$ cat src/rtl/vch_pkg.sv
package vch_pkg;
   typedef struct packed {
      logic ge;
      logic le;
      logic carry;
      logic ne;
      logic ext;
   } vch_flags_t;
endpackage

$ cat src/rtl/vch_lane.sv
module vch_lane
   import vch_pkg::*;
#(
   parameter int EW = 16,
   parameter bit EXT_BY_COMPLEMENT = 1'b1
) (
   input  logic [EW-1:0] a,
   input  logic [EW-1:0] b,
   output logic [EW-1:0] res,
   output vch_flags_t    flg
);
   localparam int XW = EW + 1;

   logic signed [XW-1:0] ax, bx, sum, dif;
   logic split, sum_zero, sum_m1;
   logic [EW-1:0] neg_b;

   assign ax       = $signed({a[EW-1], a});
   assign bx       = $signed({b[EW-1], b});
   assign sum      = ax + bx;
   assign dif      = ax - bx;
   assign split    = a[EW-1] ^ b[EW-1];
   assign sum_zero = (sum == '0);
   assign neg_b    = ~b + 1'b1;

   generate
      if (EXT_BY_COMPLEMENT) begin : g_ext_cmpl
         assign sum_m1 = (a == ~b);
      end else begin : g_ext_sum
         assign sum_m1 = (sum == '1);
      end
   endgenerate

   always_comb begin
      if (split) begin
         flg.ge    = b[EW-1];
         flg.le    = sum[XW-1] | sum_zero;
         flg.carry = 1'b1;
         flg.ext   = sum_m1;
         flg.ne    = ~(sum_zero | sum_m1);
         res       = flg.le ? neg_b : a;
      end else begin
         flg.le    = b[EW-1];
         flg.ge    = ~dif[XW-1];
         flg.carry = 1'b0;
         flg.ext   = 1'b0;
         flg.ne    = (a != b);
         res       = flg.ge ? b : a;
      end
   end
endmodule

$ cat src/rtl/vch_outreg.sv
module vch_outreg
   import vch_pkg::*;
#(
   parameter int LANES = 8,
   parameter int EW    = 16
) (
   input  logic                clk,
   input  logic                rst_n,
   input  logic                start,
   input  logic [LANES*EW-1:0] res_in,
   input  vch_flags_t          flg_in [LANES],
   output logic                done,
   output logic [LANES*EW-1:0] res_q,
   output logic [2*LANES-1:0]  cmp_q,
   output logic [2*LANES-1:0]  cn_q,
   output logic [LANES-1:0]    ext_q
);
   logic [2*LANES-1:0] cmp_d, cn_d;
   logic [LANES-1:0]   ext_d;

   for (genvar i = 0; i < LANES; i++) begin : g_pack
      assign cmp_d[LANES+i] = flg_in[i].ge;
      assign cmp_d[i]       = flg_in[i].le;
      assign cn_d[LANES+i]  = flg_in[i].ne;
      assign cn_d[i]        = flg_in[i].carry;
      assign ext_d[i]       = flg_in[i].ext;
   end

   always_ff @(posedge clk or negedge rst_n) begin
      if (!rst_n) begin
         done  <= 1'b0;
         res_q <= '0;
         cmp_q <= '0;
         cn_q  <= '0;
         ext_q <= '0;
      end else begin
         done <= start;
         if (start) begin
            res_q <= res_in;
            cmp_q <= cmp_d;
            cn_q  <= cn_d;
            ext_q <= ext_d;
         end
      end
   end
endmodule

$ cat src/rtl/vclip_hi_unit.sv
module vclip_hi_unit
   import vch_pkg::*;
#(
   parameter int LANES = 8,
   parameter int EW    = 16,
   parameter bit EXT_BY_COMPLEMENT = 1'b1
) (
   input  logic                clk,
   input  logic                rst_n,
   input  logic                start,
   input  logic [LANES*EW-1:0] src_a,
   input  logic [LANES*EW-1:0] src_b,
   output logic                done,
   output logic [LANES*EW-1:0] acc_lo,
   output logic [LANES*EW-1:0] vd_out,
   output logic [2*LANES-1:0]  cmp_flags,
   output logic [2*LANES-1:0]  cn_flags,
   output logic [LANES-1:0]    ext_flags
);
   localparam int VW = LANES * EW;

   generate
      if (LANES < 1) begin : g_bad_lanes
         $error("LANES must be at least 1");
      end
      if (EW < 2) begin : g_bad_ew
         $error("EW must be at least 2");
      end
   endgenerate

   logic [VW-1:0] res_w, res_q;
   vch_flags_t    flg_w [LANES];

   for (genvar i = 0; i < LANES; i++) begin : g_lane
      vch_lane #(.EW(EW), .EXT_BY_COMPLEMENT(EXT_BY_COMPLEMENT)) u_lane (
         .a   (src_a[i*EW +: EW]),
         .b   (src_b[i*EW +: EW]),
         .res (res_w[i*EW +: EW]),
         .flg (flg_w[i])
      );
   end

   vch_outreg #(.LANES(LANES), .EW(EW)) u_out (
      .clk    (clk),
      .rst_n  (rst_n),
      .start  (start),
      .res_in (res_w),
      .flg_in (flg_w),
      .done   (done),
      .res_q  (res_q),
      .cmp_q  (cmp_flags),
      .cn_q   (cn_flags),
      .ext_q  (ext_flags)
   );

   assign acc_lo = res_q;
   assign vd_out = res_q;

   AST_DONE_FOLLOWS_START: assert property (@(posedge clk) disable iff (!rst_n)
      start |=> done);
   AST_DONE_NO_START: assert property (@(posedge clk) disable iff (!rst_n)
      !start |=> !done);
   AST_HOLD_WITHOUT_START: assert property (@(posedge clk) disable iff (!rst_n)
      !start |=> ($stable(vd_out) && $stable(cmp_flags) && $stable(cn_flags) && $stable(ext_flags)));
   AST_EXT_CLEARS_NE: assert property (@(posedge clk) disable iff (!rst_n)
      (ext_flags & cn_flags[2*LANES-1:LANES]) == '0);
   AST_EXT_NEEDS_CARRY: assert property (@(posedge clk) disable iff (!rst_n)
      (ext_flags & ~cn_flags[LANES-1:0]) == '0);
endmodule

$ cat config.mk
export PLATFORM = sky130hd
export DESIGN_NAME = vclip_hi_unit
export DESIGN_NICKNAME = d
export VERILOG_FILES = /design/src/rtl/vch_pkg.sv /design/src/rtl/vch_lane.sv /design/src/rtl/vch_outreg.sv /design/src/rtl/vclip_hi_unit.sv
export SDC_FILE = /design/constraint.sdc
export NUM_CORES = 1
export LEC_CHECK = 0
export ABC_AREA = 0
export BUFFER_PORTS_ARGS = -buffer_cell sky130_fd_sc_hd__buf_2
export CAP_MARGIN = 20
export CORE_UTILIZATION = 52
export CTS_BUF_LIST = sky130_fd_sc_hd__clkbuf_4 sky130_fd_sc_hd__clkbuf_8
export CTS_CLUSTER_DIAMETER = 40
export DETAILED_ROUTE_END_ITERATION = 8
export PLACE_DENSITY = 0.84
export SYNTH_ARGS = -nofsm -noshare
export SYNTH_HDL_FRONTEND = slang
export SYNTH_SLANG_ARGS = --single-unit
$ cat constraint.sdc
create_clock -name clk -period 0.8 [get_ports clk]
set_input_delay 0.12 -clock clk [delete_from_list [all_inputs] [get_ports clk]]
set_output_delay 0.12 -clock clk [all_outputs]
set_load 0.01 [all_outputs]
==> reports/qor.csv, run 1 <==
metric,value,unit
status,aborted with a tool error,
Halt Stage,global routing (5_1_grt),
Err,[ERROR GRT-0116] Global routing finished with congestion. Check the congestion regions in the DRC Viewer.,
placed cell area,35790,um2
YS warnings,0,
Port Buffers,555,
largest net degree at the start of global routing,46,
Cell variety after synth,92,
first-pass GRT wire length,333700,um
vias in the first global route,48150,
Ports,556,
CTS root buf,clkbuf_8,
Synth area leaders,"dfrtp_1 18%, ha_1 14%, mux2i_1 7.4%",
H-tree depth,4,
cells after synthesis,3064,
total CTS buffers,17,
die height,216.0,um
Post-synth top cells,"264 x ha_1, 253 x inv_1, 226 x nor2_1, 220 x a21oi_1, 198 x nand2_1",
clk sinks,169,
"FF+latch count, synth",169,
syn nets,3603,
Synth Cell Area,23820,um2
Synth area leader,dfrtp_1,
Post-synth ARST share,100.0,%
Rows,78,
starting density of the core,52.61,%
clk buf depth,2,
register area share after synthesis,17.75,%
total congestion overflow,1274,
Post-synth top flop,dfrtp_1,
placed cells,4958,
most frequent cell after synthesis,ha_1,
Post-synth EDFFs,0,
dpl hpwl,87210,um
post-synth top area share,17.75,%
gr usage total,91.49,%
die width,216.0,um
Syn Area/Cell,7.775,um2
GPL Wtd Cong,1.082,
metrics by stage:
step / hold WS (ns) / setup slack (ns) / setup TNS, ns / utilization [%]
after CTS: -0.03034 / -1.844 / -398.24 / 91.64
after detailed placement: 0.07369 / -2.730 / -372.90 / 79.04
after global placement: 0.07282 / -2.559 / -351.61 / 79.04
after floorplan: -0.1756 / -2.206 / -297.72 / -
cells by family after synthesis:
| family | Yosys count | synth area share, % |
|---|---|---|
| AO/OA/AOI/OAI | 815 | 23.24 |
| AND/OR/NAND/NOR | 933 | 19.81 |
| XOR/XNOR | 119 | 4.375 |
| buffers and inverters | 537 | 10.57 |
| flip-flops | 169 | 17.75 |
| adder cells (fa/ha/maj) | 280 | 15.21 |
| multiplexers | 211 | 9.045 |
per-layer routing:
layer	track usage, %	GRT overflow
met2	106.7	821
met4	96.36	386
met1	87.35	29
met5	53.85	6
met3	80.27	32
repair_timing:
action | CTS
buffers inserted | 162
setup endpoints to repair | 460
pin swaps | 221
hold buffers | 124
gates cloned | 9
hold endpoints to repair | 258
resized for setup | 615
==> inputs of run 2 (changes only) <==
CORE_UTILIZATION = 40   (was 52)
CTS_BUF_LIST = not set   (was sky130_fd_sc_hd__clkbuf_4 sky130_fd_sc_hd__clkbuf_8)
CTS_CLUSTER_DIAMETER = not set   (was 40)
PLACE_DENSITY = not set   (was 0.84)
PLACE_DENSITY_LB_ADDON = 0.15   (was not set)
clock period = 1 ns   (was 0.8 ns; I/O delays follow)
==> reports/qor.csv, run 2 <==
metric,value,unit
worst path cell trace,"buf_8, inv_4, ha_4, nor2b_4, o21a_1, o21ai_1, a21oi_1, a211oi_2, nor3_2, or4_4, a21o_1, fa_2, clkbuf_16, mux2i_1, o221ai_1",
TritonCTS clock tree,done,
clk buf depth,2,
Post-synth top cells,"264 x ha_1, 253 x inv_1, 226 x nor2_1, 220 x a21oi_1, 198 x nand2_1",
final worst-path cycle share,280.6,%
worst slew pin tran,0.5345,ns
Fin Clk Skew,0,ns
Rows,89,
most frequent cell after synthesis,ha_1,
class of the worst hold path,primary input to register,
vias per cell,5.546,
slowest CP cell,fa_2,
first-pass GRT wire length,160500,um
fillers,4547,
Largest register FFs,128,
Max Slew Vio Count,0,
"Setup violations, final",457,
Area Growth Syn to Fin,76.34,%
Via Count,29950,
failing checks,negative setup slack,
H-tree depth,4,
drt total wl,106700,um
die area,60530,um2
syn nets,3603,
layout cells sized above 1,52.71,%
initial antenna violation count,4,
max_cap viols,0,
largest net degree at the start of global routing,55,
Synth Cell Area,23820,um2
R2R setup slack,-0.11,ns
die height,246.0,um
DRC,0,
Critical Path Fanout Max,7,
Period minus WS final,2.806,ns
setup_tns,-300.97,ns
CP peak stage delay,0.65,ns
Sw Ratio,41.18,%
Layout Cells excl Fill,5401,
status,"complete, but fails checks",
Nets,5153,
Cell variety after synth,92,
Clock Power Share,16.6,%
GPL Wtd Cong,0.9692,
Post-synth ARST share,100.0,%
Pre-Repair DR Iteration Count,5,
"Reg clk slew, reported paths",0.08,ns
placed cells,5149,
Worst Hold Depth,3,
critical setup path kind,primary input to register,
Port Buffers,555,
Syn Area/Cell,7.775,um2
Hold Crit Start,src_a[97],
Final ANT Viol Nets,0,
"commonest non-fill, non-tap cells in the layout","1,111 x buf_4, 399 x buf_2, 216 x buf_6",
RSZ-0062 raised after global routing,true,
Sequential Power Share,21.2,%
Avg WL per Cell,19.76,um
dpl hpwl,83310,um
CP top delay family,compound AO/OA/AOI/OAI gates,
YS warnings,0,
post-synth top area share,17.75,%
total CTS buffers,17,
total congestion overflow,0,
Pint,25840,uW
Synth area leader,dfrtp_1,
Max Freq,356.4,MHz
multi-input logic area,20820,um2
cells after synthesis,3064,
Worst Path Arrival,3.18,ns
pwr dens,1046,nW/um2
Max VDD drop,0.001468,V
switching power total,18090,uW
starting density of the core,40.44,%
Overall Power,43930,uW
reg2reg start,u_out.res_q[95]$_DFFE_PN0P_,
CP Capture Type,register,
Worst Reg-to-Reg Cells,3,
Final Hold Viols,0,
reg-to-reg critical path endpoint,u_out.res_q[95]$_DFFE_PN0P_,
die width,246.0,um
Final WS setup,-1.806,ns
biggest regs,"u_out.res_q x128, u_out.cmp_q x16, u_out.cn_q x16",
clk sinks,169,
WHS Endpoint,u_out.res_q[97]$_DFFE_PN0P_,
total core area,58910,um2
DRT iter0 DRCs,1573,
"commonest non-fill, non-tap cell in the layout",buf_4,
Ports,556,
CTS root buf,clkbuf_16,
"FF+latch count, synth",169,
register area,4252,um2
clk_lat worst skew,0.50,ns
vias in the first global route,29830,
register area share after synthesis,17.75,%
"Buf+Inv Stages, Crit Path",3,
Synth area leaders,"dfrtp_1 18%, ha_1 14%, mux2i_1 7.4%",
Pleak,0.01990,uW
Biggest register,u_out.res_q,
WP data required,1.38,ns
Combinational Power Share,62.2,%
Post-synth EDFFs,0,
gr usage total,33.47,%
Slew headroom,63.45,%
CP Launch Type,primary input,
Post-synth top flop,dfrtp_1,
-- run 2: cell counts after synthesis --
Identical to the previous run, type by type.
-- run 2: worst reg2reg max path: stages, from the launching register on --
cell     delay (ns)
dfrtp_1        0.40
buf_4          0.14
buf_4          0.12
a221o_1        0.34
-- run 2: cells by family (layout without fill, tap and decap cells) --
logic type,count (synthesis),after routing,synth area share (%)
DFF,169,169,17.75
and+or+nand+nor,933,933,19.81
AOI/OAI and AO/OA,815,817,23.24
xor gates and xnor gates,119,119,4.375
adders and majority gates,280,280,15.21
muxes,211,211,9.045
other,0,1,0
buffers and inverters,537,2098,10.57
-- run 2: power by group through the flow --
stage	Clock, uW	Combinational (uW)	Sequential (uW)
global placement	0	22000	9200
floorplan	0	12800	9430
CTS	7420	25200	9210
finish	7300	27300	9320
detailed placement	0	22200	9240
global route	7660	29100	9410
-- run 2: how the worst max path moves through the flow --
stage	slack, ns	cells past startpoint	startpoint	endpoint
3_5_place_dp	-2.45	14	src_a[48]	u_out.res_q[50]$_DFFE_PN0P_
3_3_place_gp	-2.36	14	src_a[48]	u_out.res_q[50]$_DFFE_PN0P_
2_1_floorplan	-2.04	13	src_a[48]	u_out.res_q[56]$_DFFE_PN0P_
6_report	-1.81	15	src_b[17]	u_out.res_q[28]$_DFFE_PN0P_
4_1_cts	-1.70	15	src_b[17]	u_out.res_q[30]$_DFFE_PN0P_
5_1_grt	-1.89	15	src_b[17]	u_out.res_q[19]$_DFFE_PN0P_
-- run 2: metrics by stage --
stage | hold WS, ns | setup WS (ns) | area [um2] | utilization, %
floorplan | -0.1456 | -2.036 | 26520 | -
global placement | -0.009680 | -2.365 | 36030 | 61.17
detailed placement | -0.008403 | -2.450 | 36030 | 61.17
CTS | 0.008389 | -1.700 | 40010 | 67.92
global route | 0.01477 | -1.886 | 42010 | 71.31
finish | 0.02571 | -1.806 | 42010 | 71.31
-- run 2: per-layer routing --
metal	track usage, %	wire length [um]
met1	41.78	44550
met2	58.64	52870
met3	4.477	5827
met4	11.34	3453
met5	0	39
-- run 2: repair_timing --
item	CTS	global route
pin swaps	207	193
setup buffers	130	79
gates cloned	7	1
hold buffers	18	1
endpoints found under the hold margin	182	1
endpoints found under the setup margin	457	459
gates resized for setup	508	326
-- run 2: layout make-up --
| cell class | instances | share of cell area, % |
|---|---|---|
| multi-input cells | 2360 | 49.57 |
| repair buffers | 1809 | 33.58 |
| flip-flops and latches | 169 | 10.12 |
| inverters | 257 | 3.014 |
| well taps | 773 | 2.302 |
| clock buffers | 17 | 1.013 |
| clock inverters | 15 | 0.3961 |
| diodes | 1 | 0.005957 |
Power figures use the tool's default switching activity.
==> inputs of run 3 (changes only) <==
CORE_MARGIN = 2   (was not set)
==> reports/qor.csv, run 3 (synthesis gave the netlist of run 2 again) <==
metric,value,unit
status,"complete, but fails checks",
failing checks,negative setup slack,
Final ANT Viol Nets,0,
WP data required,1.39,ns
worst slew pin tran,0.6649,ns
"Setup violations, final",457,
H-tree depth,4,
"commonest non-fill, non-tap cell in the layout",buf_4,
Final Hold Viols,0,
die height,248.0,um
Overall Power,43590,uW
CTS root buf,clkbuf_16,
Final Cell Area,41920,um2
total CTS buffers,17,
max_cap viols,0,
biggest regs,"u_out.res_q x128, u_out.cmp_q x16, u_out.cn_q x16",
"commonest non-fill, non-tap cells in the layout","1,090 x buf_4, 408 x buf_2, 204 x buf_6",
class of the worst hold path,primary input to register,
CP Launch Type,primary input,
pwr dens,1040,nW/um2
clk buf depth,2,
drt total wl,108400,um
Pleak,0.01983,uW
critical setup path kind,primary input to register,
Final WS setup,-1.779,ns
clk_lat worst skew,0.51,ns
worst hold margin,0.01647,ns
DRC,0,
Max Slew Vio Count,0,
total core area,58910,um2
vias per cell,5.588,
Worst Path Arrival,3.17,ns
starting density of the core,40.44,%
Critical Path Fanout Max,8,
Via Count,30120,
layout cells sized above 1,52.70,%
GPL Wtd Cong,0.9560,
Rows,89,
Placement Setup Slack,-2.557,ns
"Reg clk slew, reported paths",0.07,ns
first-pass GRT wire length,163800,um
Area Growth Syn to Fin,75.97,%
gr usage total,33.65,%
largest net degree at the start of global routing,46,
Max VDD drop,0.001529,V
Ports,556,
initial antenna violation count,15,
final worst-path cycle share,277.9,%
die area,61520,um2
dpl hpwl,84380,um
vias in the first global route,30310,
Largest register FFs,128,
Pre-Repair DR Iteration Count,6,
total congestion overflow,0,
Biggest register,u_out.res_q,
Max Freq,359.9,MHz
Nets,5135,
die width,248.0,um
DRT iter0 DRCs,1928,
Fin Clk Skew,0,ns
clk sinks,169,
placed cell area,35660,um2
RSZ-0062 raised after global routing,true,
Port Buffers,555,
fillers,4654,
Slew headroom,55.33,%
TritonCTS clock tree,done,
Avg WL per Cell,20.11,um
Period minus WS final,2.779,ns
CP Capture Type,register,
post-layout util,71.16,%
-- run 3: cell count changes in the layout (fill, tap and decap cells not counted), moves of 6 or more --
cell,delta
mux2_4,+6
diode_2,+8
nand2_2,-6
buf_8,+13
buf_6,-12
buf_4,-21
buf_2,+9
-- run 3: layout make-up --
cell class | instances | area (um2) | area share (%)
Multi-Input combinational cell | 2360 | 20900 | 49.85
Inverter | 257 | 1261 | 3.009
Timing Repair Buffer | 1791 | 13960 | 33.31
Sequential cell | 169 | 4250 | 10.14
Antenna cell | 9 | 22.52 | 0.05373
Tap cell | 773 | 967.2 | 2.307
Clock buffer | 21 | 470.5 | 1.122
Clock inverter | 11 | 86.33 | 0.2060
-- run 3: through the flow --
step / setup TNS, ns / instances
after floorplan: -269.23 / 3064
after global placement: -332.63 / 5103
after detailed placement: -342.88 / 5103
after CTS: -304.97 / 5320
after global routing: -328.08 / 5385
final: -304.43 / 5391
-- run 3: timing repair --
item / in CTS / in global routing
cloned: 9 / 0
hold buffers: 14 / 0
gates resized for setup: 594 / 251
pin swaps: 250 / 171
hold endpoints to repair: 103 / 0
endpoints found under the setup margin: 457 / 457
buffers inserted: 173 / 77
-- run 3: path summary, 6_finish.rpt --
path | from | end | slack (ns) | depth (start not counted)
max in group asynchronous | rst_n | u_out.cmp_q[11]$_DFFE_PN0P_ | 0.20 | 3
max | src_b[17] | u_out.res_q[16]$_DFFE_PN0P_ | -1.78 | 16
min in group asynchronous | rst_n | u_out.res_q[61]$_DFFE_PN0P_ | 0.23 | 2
min reg2reg | u_out.cn_q[9]$_DFFE_PN0P_ | u_out.cn_q[9]$_DFFE_PN0P_ | 0.49 | 1
min | src_a[93] | u_out.res_q[93]$_DFFE_PN0P_ | 0.02 | 3
max reg2reg | u_out.res_q[13]$_DFFE_PN0P_ | u_out.res_q[13]$_DFFE_PN0P_ | -0.14 | 5
-- run 3: per-layer routing --
| metal | part of all wire (%) | up-vias | routed length (um) | track usage (%) |
|---|---|---|---|---|
| li1 | - | 14110 | - | - |
| met1 | 41 | 14610 | 44470 | 41.30 |
| met2 | 49 | 1144 | 53260 | 58.90 |
| met3 | 6.2 | 241 | 6685 | 5.257 |
| met4 | 3.6 | 18 | 3862 | 12.96 |
| met5 | 0.12 | - | 126 | 0 |
-- run 3: power breakdown --
| part | total, uW | internal (uW) | switching (uW) |
|---|---|---|---|
| clock | 7010 | 3400 | 3610 |
| sequential | 9250 | 8000 | 1250 |
| combinational | 27300 | 14000 | 13300 |
-- run 3: worst max-delay path, cell delays in order --
cell and delay (ns):
buf_8 0.11, inv_4 0.05, ha_4 0.19, nor2b_4 0.12, o21a_1 0.16, o21ai_1 0.16
a21oi_1 0.10, a211oi_2 0.20, nor3_2 0.09, or4_4 0.53, a21o_1 0.18, fa_2 0.58
buf_12 0.15, nand2_4 0.05, o2111a_1 0.10, a221o_1 0.25
